`src/rtl/fpa_pkg.sv`:
```
package fpa_pkg;
   typedef enum logic [1:0] {
      FPA_ADD = 2'b00,
      FPA_SUB = 2'b01,
      FPA_MUL = 2'b10,
      FPA_SPR = 2'b11
   } fpa_op_e;
endpackage

```
`src/rtl/fpa_unpack.sv`:
```
// Splits one IEEE-754 word and restores the hidden bit.
// A zero exponent field is taken to mean the value zero.
module fpa_unpack #(
   parameter int EXP_W  = 8,
   parameter int FRAC_W = 23,
   localparam int WORD_W = 1 + EXP_W + FRAC_W,
   localparam int MANT_W = FRAC_W + 1
) (
   input  logic [WORD_W-1:0] word,
   output logic              sign,
   output logic [EXP_W-1:0]  expo,
   output logic [MANT_W-1:0] mant
);
   logic [FRAC_W-1:0] frac;

   always_comb begin
      sign = word[WORD_W-1];
      expo = word[WORD_W-2 -: EXP_W];
      frac = word[FRAC_W-1:0];
      mant = (expo == '0) ? '0 : {1'b1, frac};
   end
endmodule

```
`src/rtl/fpa_exp_cmp.sv`:
```
// One subtraction does three jobs:
//   - its borrow picks the larger exponent,
//   - its magnitude is the shift distance,
//   - its size decides whether the smaller mantissa is lost entirely.
module fpa_exp_cmp #(
   parameter int EXP_W  = 8,
   parameter int FRAC_W = 23,
   localparam int SH_W  = $clog2(FRAC_W + 1)
) (
   input  logic [EXP_W-1:0] exp_a,
   input  logic [EXP_W-1:0] exp_b,
   output logic             b_larger,
   output logic [EXP_W-1:0] big_exp,
   output logic [SH_W-1:0]  shamt,
   output logic             gone
);
   logic [EXP_W:0]   diff;
   logic [EXP_W-1:0] mag;

   generate
      if (SH_W > EXP_W) begin : g_bad_width
         $error("fpa_exp_cmp: shift field wider than exponent");
      end
   endgenerate

   always_comb begin
      diff     = {1'b0, exp_a} - {1'b0, exp_b};
      b_larger = diff[EXP_W];
      mag      = b_larger ? (EXP_W'(0) - diff[EXP_W-1:0]) : diff[EXP_W-1:0];
      big_exp  = b_larger ? exp_b : exp_a;
      gone     = (mag > EXP_W'(FRAC_W));
      shamt    = mag[SH_W-1:0];
   end
endmodule

```
`src/rtl/fpa_rshift.sv`:
```
// Logical right shifter. BARREL=1 builds log2 stages, BARREL=0 leaves a
// single shift operator for the tool to map.
module fpa_rshift #(
   parameter int W      = 24,
   parameter int SH_W   = 5,
   parameter bit BARREL = 1'b1
) (
   input  logic [W-1:0]    din,
   input  logic [SH_W-1:0] sh,
   output logic [W-1:0]    dout
);
   generate
      if (BARREL) begin : g_barrel
         logic [W-1:0] stage [SH_W+1];
         assign stage[0] = din;
         for (genvar k = 0; k < SH_W; k++) begin : g_stage
            assign stage[k+1] = sh[k] ? (stage[k] >> (1 << k)) : stage[k];
         end
         assign dout = stage[SH_W];
      end else begin : g_flat
         assign dout = din >> sh;
      end
   endgenerate

   // a zero shift distance must leave the mantissa unchanged
   always_comb begin
      if (sh == '0) begin
         p_zero_shift_ident_r5: assert (dout == din);
      end
   end
endmodule

```
`src/rtl/fp_align_stage.sv`:
```
module fp_align_stage #(
   parameter int EXP_W  = 8,
   parameter int FRAC_W = 23,
   parameter int BIAS   = 127,
   parameter bit BARREL = 1'b1,
   localparam int WORD_W = 1 + EXP_W + FRAC_W,
   localparam int MANT_W = FRAC_W + 1,
   localparam int SH_W   = $clog2(MANT_W),
   localparam int OEXP_W = EXP_W + 2
) (
   input  logic              clk,
   input  logic              rst_n,
   input  logic              in_valid,
   input  logic [1:0]        in_op,
   input  logic [WORD_W-1:0] in_a,
   input  logic [WORD_W-1:0] in_b,
   output logic              out_valid,
   output logic [1:0]        out_op,
   output logic              out_sign_a,
   output logic              out_sign_b,
   output logic [OEXP_W-1:0] out_exp,
   output logic [MANT_W-1:0] out_mant_a,
   output logic [MANT_W-1:0] out_mant_b,
   output logic              out_b_larger,
   output logic              out_gone
);
   import fpa_pkg::*;

   generate
      if (BIAS >= (1 << EXP_W)) begin : g_bad_bias
         $error("fp_align_stage: bias does not fit the exponent field");
      end
      if (FRAC_W >= (1 << EXP_W)) begin : g_bad_frac
         $error("fp_align_stage: fraction too wide for exponent range");
      end
   endgenerate

   logic              sgn [2];
   logic [EXP_W-1:0]  ex  [2];
   logic [MANT_W-1:0] mn  [2];
   logic [WORD_W-1:0] words [2];

   assign words[0] = in_a;
   assign words[1] = in_b;

   generate
      for (genvar i = 0; i < 2; i++) begin : g_unpack
         fpa_unpack #(.EXP_W(EXP_W), .FRAC_W(FRAC_W)) u_unpack (
            .word (words[i]),
            .sign (sgn[i]),
            .expo (ex[i]),
            .mant (mn[i])
         );
      end
   endgenerate

   logic             b_larger, gone;
   logic [EXP_W-1:0] big_exp;
   logic [SH_W-1:0]  shamt;

   fpa_exp_cmp #(.EXP_W(EXP_W), .FRAC_W(FRAC_W)) u_cmp (
      .exp_a    (ex[0]),
      .exp_b    (ex[1]),
      .b_larger (b_larger),
      .big_exp  (big_exp),
      .shamt    (shamt),
      .gone     (gone)
   );

   // The borrow steers the smaller mantissa into the single shifter.
   logic [MANT_W-1:0] small_mant, shifted, aligned;

   assign small_mant = b_larger ? mn[0] : mn[1];

   fpa_rshift #(.W(MANT_W), .SH_W(SH_W), .BARREL(BARREL)) u_shift (
      .din  (small_mant),
      .sh   (shamt),
      .dout (shifted)
   );

   assign aligned = gone ? '0 : shifted;

   logic              is_mul;
   logic [MANT_W-1:0] nxt_ma, nxt_mb;
   logic [OEXP_W-1:0] nxt_exp;

   always_comb begin
      is_mul = (fpa_op_e'(in_op) == FPA_MUL);
      if (is_mul) begin
         nxt_ma  = mn[0];
         nxt_mb  = mn[1];
         nxt_exp = OEXP_W'(ex[0]) + OEXP_W'(ex[1]) - OEXP_W'(BIAS);
      end else begin
         nxt_ma  = b_larger ? aligned : mn[0];
         nxt_mb  = b_larger ? mn[1]   : aligned;
         nxt_exp = OEXP_W'(big_exp);
      end
   end

   always_ff @(posedge clk or negedge rst_n) begin
      if (!rst_n) begin
         out_valid    <= 1'b0;
         out_op       <= '0;
         out_sign_a   <= 1'b0;
         out_sign_b   <= 1'b0;
         out_exp      <= '0;
         out_mant_a   <= '0;
         out_mant_b   <= '0;
         out_b_larger <= 1'b0;
         out_gone     <= 1'b0;
      end else begin
         out_valid <= in_valid;
         if (in_valid) begin
            out_op       <= in_op;
            out_sign_a   <= sgn[0];
            out_sign_b   <= sgn[1];
            out_exp      <= nxt_exp;
            out_mant_a   <= nxt_ma;
            out_mant_b   <= nxt_mb;
            out_b_larger <= b_larger & ~is_mul;
            out_gone     <= gone & ~is_mul;
         end
      end
   end

   // an accepted pair appears on the next clock
   p_valid_lat_r1: assert property (@(posedge clk) disable iff (!rst_n)
      in_valid |=> out_valid);
   // no record appears without an input pair
   p_no_spurious_r1: assert property (@(posedge clk) disable iff (!rst_n)
      !in_valid |=> !out_valid);
   // idle cycles leave every field untouched
   p_hold_idle_r9: assert property (@(posedge clk) disable iff (!rst_n)
      !in_valid |=> ($stable(out_mant_a) && $stable(out_mant_b) &&
                     $stable(out_exp) && $stable(out_op)));
   // a full shift-out leaves nothing of the smaller mantissa
   p_gone_zero_r6: assert property (@(posedge clk) disable iff (!rst_n)
      out_gone |-> ((out_b_larger ? out_mant_a : out_mant_b) == '0));
   // multiply never reports alignment flags
   p_mul_flags_r7: assert property (@(posedge clk) disable iff (!rst_n)
      (in_valid && in_op == 2'b10) |=> (!out_gone && !out_b_larger));
   // with equal exponents, A is taken as the larger operand
   p_equal_exp_r3: assert property (@(posedge clk) disable iff (!rst_n)
      (in_valid && in_op != 2'b10 && in_a[WORD_W-2 -: EXP_W] == in_b[WORD_W-2 -: EXP_W])
      |=> !out_b_larger);
endmodule

```
`config.mk`:
```
export PLATFORM = sky130hd
export DESIGN_NAME = fp_align_stage
export DESIGN_NICKNAME = d
export VERILOG_FILES = /design/src/rtl/fpa_pkg.sv /design/src/rtl/fpa_unpack.sv /design/src/rtl/fpa_exp_cmp.sv /design/src/rtl/fpa_rshift.sv /design/src/rtl/fp_align_stage.sv
export SDC_FILE = /design/constraint.sdc
export NUM_CORES = 1
export LEC_CHECK = 0
export ABC_CLOCK_PERIOD_IN_PS = 930
export BUFFER_PORTS_ARGS = -buffer_cell sky130_fd_sc_hd__buf_2
export CAP_MARGIN = 30
export CORE_ASPECT_RATIO = 1.75
export CORE_MARGIN = 1
export CORE_UTILIZATION = 56
export DETAILED_ROUTE_END_ITERATION = 6
export GPL_TIMING_DRIVEN = 0
export PLACE_DENSITY = 0.79
export SYNTH_ARGS = -nofsm -noshare
export SYNTH_HDL_FRONTEND = slang
export SYNTH_SLANG_ARGS = --single-unit
```
`constraint.sdc`:
```
create_clock -name clk -period 0.93 [get_ports clk]
set_input_delay 0.093 -clock clk [delete_from_list [all_inputs] [get_ports clk]]
set_output_delay 0.093 -clock clk [all_outputs]
set_load 0.02 [all_outputs]
```
==> results.txt, run 1 <==
The fraction of registers with async set or reset after synthesis came out at 100.0%. The row count came out at 49. After synthesis the netlist holds a flip-flop and latch count of 65.

The starting density of the core is 57.69%. The number of nets handed over by synthesis was 819. The combined area of all synthesized cells is 5907 µm². The total clock buffers created by CTS is 9. The die is 79.64 µm wide. The deepest level of the CTS H-tree is 3.

The mean cell area of the mapped netlist is 8.159 µm². The congestion estimate from routability-driven global placement came to 1.071. The vertical extent of the die is 137.9 µm. The sequential fraction of the synthesis area came out at 27.54%. The run ended at 5_1_grt. The tool reported: "[ERROR GRT-0116] Global routing finished with congestion. Check the congestion regions in the DRC Viewer". Counting every sink on the clock net gives 65.

The number of enable flip-flop cells after synthesis is 0. The total congestion overflow after global routing is 117. The number of global-route vias before repair came out at 9528. In this run the clock root is driven by a sky130_fd_sc_hd__clkbuf_16. The number of top-level pins is 134. The count of buffers added on input and output ports is 133. The global-route usage over all layers came out at 70.21%. The final HPWL from detailed placement came out at 20.82 mm. The most used flip-flop cell after synthesis is sky130_fd_sc_hd__dfrtp_1. The deepest clock path buffer count came out at 2. The count of distinct cell types in the synthesized netlist is 79. The post-detailed-placement cell area came out at 6987 µm². The worst slack at placement is -3.189 ns.

The number of warnings issued by yosys came out at 0. The flow did not finish. The post-synthesis cell count is 724.

The pin count of the biggest net entering global routing is 38. The instance count after placement with tap cells included came out at 985. The wire length of the first global-routing pass came out at 57.44 mm.
[routing by layer]
layer,GRT usage (%),GRT overflow
met1,65.39,0
met2,92.69,59
met3,48.82,4
met4,78.89,54
met5,11.00,0
[timing repair]
action	4_1_cts
hold endpoints to repair	30
pin swaps	63
endpoints found under the setup margin	129
hold buffers	2
resized for setup	313
buffers inserted	76
cloned	1
[Yosys cell counts, types with 3 or more instances]
cell type	number	area share [%]
sky130_fd_sc_hd__mux2i_1	26	4.4
sky130_fd_sc_hd__and2_1	5	0.53
sky130_fd_sc_hd__nand2b_1	5	0.53
sky130_fd_sc_hd__a21oi_1	54	4.6
sky130_fd_sc_hd__o2111ai_1	3	0.44
sky130_fd_sc_hd__o211ai_1	11	1.4
sky130_fd_sc_hd__nor2_1	51	3.2
sky130_fd_sc_hd__a221o_1	4	0.68
sky130_fd_sc_hd__o21ai_1	3	0.25
sky130_fd_sc_hd__nor4_1	10	1.1
sky130_fd_sc_hd__o31ai_1	4	0.51
sky130_fd_sc_hd__a21o_1	5	0.64
sky130_fd_sc_hd__nor2b_1	7	0.74
sky130_fd_sc_hd__o2bb2ai_1	3	0.44
sky130_fd_sc_hd__or2_2	4	0.42
sky130_fd_sc_hd__a211oi_1	15	1.9
sky130_fd_sc_hd__a2bb2oi_1	4	0.59
sky130_fd_sc_hd__a2111oi_0	4	0.59
sky130_fd_sc_hd__xnor2_1	10	1.5
sky130_fd_sc_hd__inv_1	40	2.5
sky130_fd_sc_hd__clkbuf_1	24	1.5
sky130_fd_sc_hd__o21ai_0	64	5.4
sky130_fd_sc_hd__mux2_2	15	2.9
sky130_fd_sc_hd__nor3_1	12	1.0
sky130_fd_sc_hd__nand4_1	4	0.42
sky130_fd_sc_hd__o22ai_1	3	0.32
sky130_fd_sc_hd__o32ai_1	3	0.44
sky130_fd_sc_hd__ha_1	24	5.1
sky130_fd_sc_hd__o221ai_1	13	1.9
sky130_fd_sc_hd__dfrtp_1	65	28
sky130_fd_sc_hd__or3_1	7	0.74
sky130_fd_sc_hd__buf_2	20	1.7
sky130_fd_sc_hd__mux4_2	6	2.3
sky130_fd_sc_hd__o21a_1	4	0.51
sky130_fd_sc_hd__nand3_1	16	1.4
sky130_fd_sc_hd__nand2_1	80	5.1
sky130_fd_sc_hd__and3_1	11	1.2
sky130_fd_sc_hd__xor2_1	3	0.44
sky130_fd_sc_hd__a31oi_1	8	0.85
sky130_fd_sc_hd__o21bai_1	5	0.64
sky130_fd_sc_hd__a22oi_1	16	2.0
sky130_fd_sc_hd__buf_4	3	0.38
[stage by stage]
| step | setup TNS (ns) | hold slack (ns) | utilization [%] |
|---|---|---|---|
| after CTS | -116.41 | -0.1854 | 88.60 |
| after detailed placement | -160.79 | 0.1644 | 68.24 |
| after global placement | -180.63 | 0.2152 | 68.04 |
| after floorplan | -103.83 | -0.2026 | - |
[kinds of logic after synthesis]
| kind of cell | after synthesis | synth area share [%] |
|---|---|---|
| muxes | 48 | 9.786 |
| adders and majority gates | 26 | 5.762 |
| DFF | 65 | 27.54 |
| buffers and inverters | 90 | 6.588 |
| and+or+nand+nor | 221 | 17.56 |
| xor gates and xnor gates | 14 | 2.309 |
| AOI/OAI and AO/OA | 260 | 30.46 |
==> run 2, diff against run 1 <==
CORE_ASPECT_RATIO = unset   (was 1.75)
CORE_UTILIZATION = 40   (was 56)
PLACE_DENSITY = unset   (was 0.79)
PLACE_DENSITY_LB_ADDON = 0.15   (was unset)
==> results.txt, run 2 <==
After floorplanning, the core was divided into 44 placement rows. The wire length of the first global-routing pass came out at 42.62 mm. The detail route stage leaves a number of antenna-violating nets equal to 0. The post-route worst setup slack is -2.307 ns. The reg2reg setup slack is -0.04 ns. In the layout the commonest cells are 94 x sky130_fd_sc_hd__buf_4, 88 x sky130_fd_sc_hd__buf_6, 68 x sky130_fd_sc_hd__nand2_1, 66 x sky130_fd_sc_hd__buf_2, 65 x sky130_fd_sc_hd__dfrtp_1. The worst slack at placement came out at -3.331 ns. The initial antenna violation count is 2. The floorplan step defined a die boundary enclosing 15260 µm². The final HPWL from detailed placement is 21.07 mm. The peak supply drop is 1073 µV. Buffers placed on the I/O ports in this run total 133.

By count the netlist is led by 80 x sky130_fd_sc_hd__nand2_1, 65 x sky130_fd_sc_hd__dfrtp_1, 64 x sky130_fd_sc_hd__o21ai_0. The tool flagged a number of max-cap violations equal to 0. The part of the total power dissipated in the clock network came out at 19.2%. TritonCTS built the clock tree. The fraction of layout instances using a drive strength above 1 is 52.48%. The part of the total power dissipated in sequential elements is 17.7%. The worst hold slack across all endpoints is -0.2553 ns. Yosys mapped a number of flops with a built-in enable equal to 0.

The routed wirelength normalized by instance count came out at 25.50 µm. Once placement finished, the instance area stood at 7058 µm². The die is 123.5 µm tall. The minimum period implied by the final worst setup slack is 3.237 ns.

The final clock period utilization by the worst path came out at 348.1%. The antenna diode count came out at 0. The total clock buffers created by CTS is 9. The run finished, with violations left. The startpoint kind of the worst setup timing path is an input port.

Headroom to the max-slew limit came out at 35.90%. The combined area of all synthesized cells came out at 5907 µm². The cell area after layout came out at 10090 µm².

The iteration count of the initial detailed-routing pass is 5. The deepest level of the CTS H-tree came out at 3. The number of DRC markers in iteration 0 is 718. Of the total power, the share spent switching nets is 43.78%. On the worst path, the slowest cell contributes a delay of 0.55 ns. In this run the clock root is driven by a sky130_fd_sc_hd__clkbuf_16. After floorplanning, the core was sized to cover 14480 µm². Counting along the longest clock path gives a buffer depth of 2.

The detailed router placed 7503 vias in this run. The analysis attributes to cell leakage a power of 4.368 nW. The vias per cell came out at 6.407. After clock tree synthesis, the flow added hold-fix buffers numbering 3.

After global routing the overflow that remains totals 0. The pin count of the biggest net entering global routing is 43. The largest registers in the layout are out_mant_a x24, out_mant_b x24, out_exp x10. The path depth of the worst reg2reg path is 3. The count of distinct cell types in the synthesized netlist is 79. In the post-synthesis netlist, the cell with the most instances is sky130_fd_sc_hd__nand2_1. Setup repair after global routing could not meet its margin everywhere. The total routed wirelength is 29.87 mm.

The global-route usage over all layers is 38.61%. Of all nets on the critical path, the largest fanout is 7. The number of global-route vias before repair is 7081. The internal power is 11.08 mW. The most common library cell in the layout ignoring fill and taps is sky130_fd_sc_hd__buf_4. The total setup violations reported at the end of the flow came out at 125. The global placer's final weighted congestion came out at 1.017.

The most used flip-flop cell after synthesis is sky130_fd_sc_hd__dfrtp_1. The horizontal die dimension is 123.5 µm. The top cell type's share of synthesized area is 27.54%. Ranked by total cell area, the synthesized netlist is headed by sky130_fd_sc_hd__dfrtp_1 28%, sky130_fd_sc_hd__o21ai_0 5.4%, sky130_fd_sc_hd__ha_1 5.1%.

The synthesis-to-finish area growth is 70.81%. The required time reported for the critical path endpoint is 1.20 ns. The clock-pin slew on the worst setup and hold paths came out at 0.06 ns.

The post-synthesis sequential element count came out at 65. By startpoint and endpoint, the worst setup path is classified as input port to register. The endpoint identified for the worst register-to-register timing path is out_mant_b[15]$_DFFE_PN0P_. The number of pins with negative max-slew slack in the final report came to 0.

The number of warnings issued by yosys came out at 0. The total net switching power came out at 8.629 mW. The clock reaches the later pin of the worst-skew pair after 0.35 ns.

The critical path ends at out_mant_b[23]$_DFFE_PN0P_. The detailed-route DRC error count is 0. The starting density of the core is 40.80%. Dividing the synthesized area by the synthesized cell count gives 8.159 µm².

The post-synthesis net count is 819. By instance count, the cell type seen most on the critical path is sky130_fd_sc_hd__buf_6. The fraction of power consumed by combinational cells is 63.1%.

The checks that failed: negative hold slack, negative setup slack. The startpoint of the worst register-to-register path is out_mant_b[15]$_DFFE_PN0P_. The number of top-level pins is 134. The worst setup path is captured at a register. The total chip power came out at 19.71 mW.

The number of clock sinks came out at 65. The worst min-delay path class is input port to async pin. The fraction of registers with async set or reset after synthesis came out at 100.0%. Power spread over the standard cell area amounts to 1954 nW/µm². For this design, the slowest cell found on the critical path is sky130_fd_sc_hd__fa_2.

The slew of the pin with the lowest slew margin is 0.9614 ns. The count of endpoints failing hold in the final timing report came out at 23. Traced cell by cell, the critical path runs through buf_12 -> inv_12 -> ha_4 -> inv_2 -> fa_2 -> inv_2 -> ha_4 -> buf_6 -> buf_6 -> nand4_1 -> a21oi_2 -> a311oi_2 -> buf_4 -> o21ai_2 -> mux2i_1 -> a22o_1 -> o2111a_2 -> buf_8 -> nand4_1 -> buf_6 -> o21ai_2.

The data arrival time at the worst-slack endpoint came out at 3.51 ns. The share of the Yosys chip area taken by registers is 27.54%. The top achievable clock speed came out at 0.3089 GHz.

The post-synthesis cell count is 724. The post-layout net count is 1077. For the final database, setup skew stands at 0 ns.

In this run the worst setup path begins at in_a[23]. The biggest area contributor in the post-synthesis netlist is sky130_fd_sc_hd__dfrtp_1.
==> run 2: area by class of cell <==
class,count,area (µm²)
fillers,1111,4389
clock inverters,7,102.6
flip-flops and latches,65,1627
repair buffers,251,2201
clock buffers,9,225.2
inverters,40,177.7
plain buffers,46,389.1
well taps,184,230.2
multi-input cells,569,5137
==> run 2: cells by family after synthesis <==
kind of cell	Yosys count	synth area share (%)
compound gates	260	30.46
simple gates	221	17.56
buf+inv	90	6.588
flops	65	27.54
mux	48	9.786
fa+ha+maj	26	5.762
xor+xnor	14	2.309
==> run 2: worst min-delay path by stage <==
stage	slack [ns]	endpoint	startpoint
finish	-0.26	out_mant_b[14]$_DFFE_PN0P_	rst_n
floorplan	-0.20	out_b_larger$_DFFE_PN0P_	rst_n
global placement	0.22	out_valid$_DFF_PN0_	in_valid
CTS	-0.24	out_mant_b[14]$_DFFE_PN0P_	rst_n
detailed placement	0.13	out_mant_b[14]$_DFFE_PN0P_	rst_n
global route	-0.22	out_b_larger$_DFFE_PN0P_	rst_n
==> run 2: per-layer routing <==
metal | up-vias | global-route usage, % | routed length (µm)
met3 | 113 | 8.210 | 2867
li1 | 3226 | - | -
met4 | 2 | 20.48 | 1610
met5 | - | 0 | 15
met1 | 3685 | 50.79 | 12000
met2 | 477 | 59.04 | 13370
==> run 2: critical path: cells and delay by family <==
family                   cells  cell delay [ns]
buffers and inverters        9             1.05
AO/OA/AOI/OAI                6             1.09
multiplexers                 1             0.20
AND/OR/NAND/NOR              2             0.20
adder cells (fa/ha/maj)      3             0.86
==> run 2: timing repair <==
| action | CTS | global route |
|---|---|---|
| endpoints found under the setup margin | 125 | 129 |
| resized for setup | 344 | 101 |
| hold endpoints to repair | 26 | 23 |
| pin swaps | 60 | 59 |
| buffers inserted | 80 | 31 |
| cloned | 4 | 0 |
==> run 2: power by group through the flow <==
stage | Clock [mW] | Combinational, mW | Sequential, mW
final | 3.78 | 12.4 | 3.49
after global routing | 3.87 | 12.9 | 3.53
after CTS | 3.78 | 11.0 | 3.48
after detailed placement | 0 | 7.50 | 3.44
after global placement | 0 | 7.51 | 3.42
after floorplan | 0 | 4.36 | 3.90
==> run 2: through the flow <==
stage                     setup TNS (ns)  hold WS, ns  std cells  util (%)
final                            -121.95      -0.2553       1171     69.69
after CTS                        -116.07      -0.2415       1143     65.06
after global placement           -186.16       0.2205       1041     48.61
after detailed placement         -159.35       0.1260       1042     48.75
after global routing             -128.95      -0.2152       1171     69.69
after floorplan                  -103.83      -0.2026        724         -
Power figures use the tool's default switching activity.
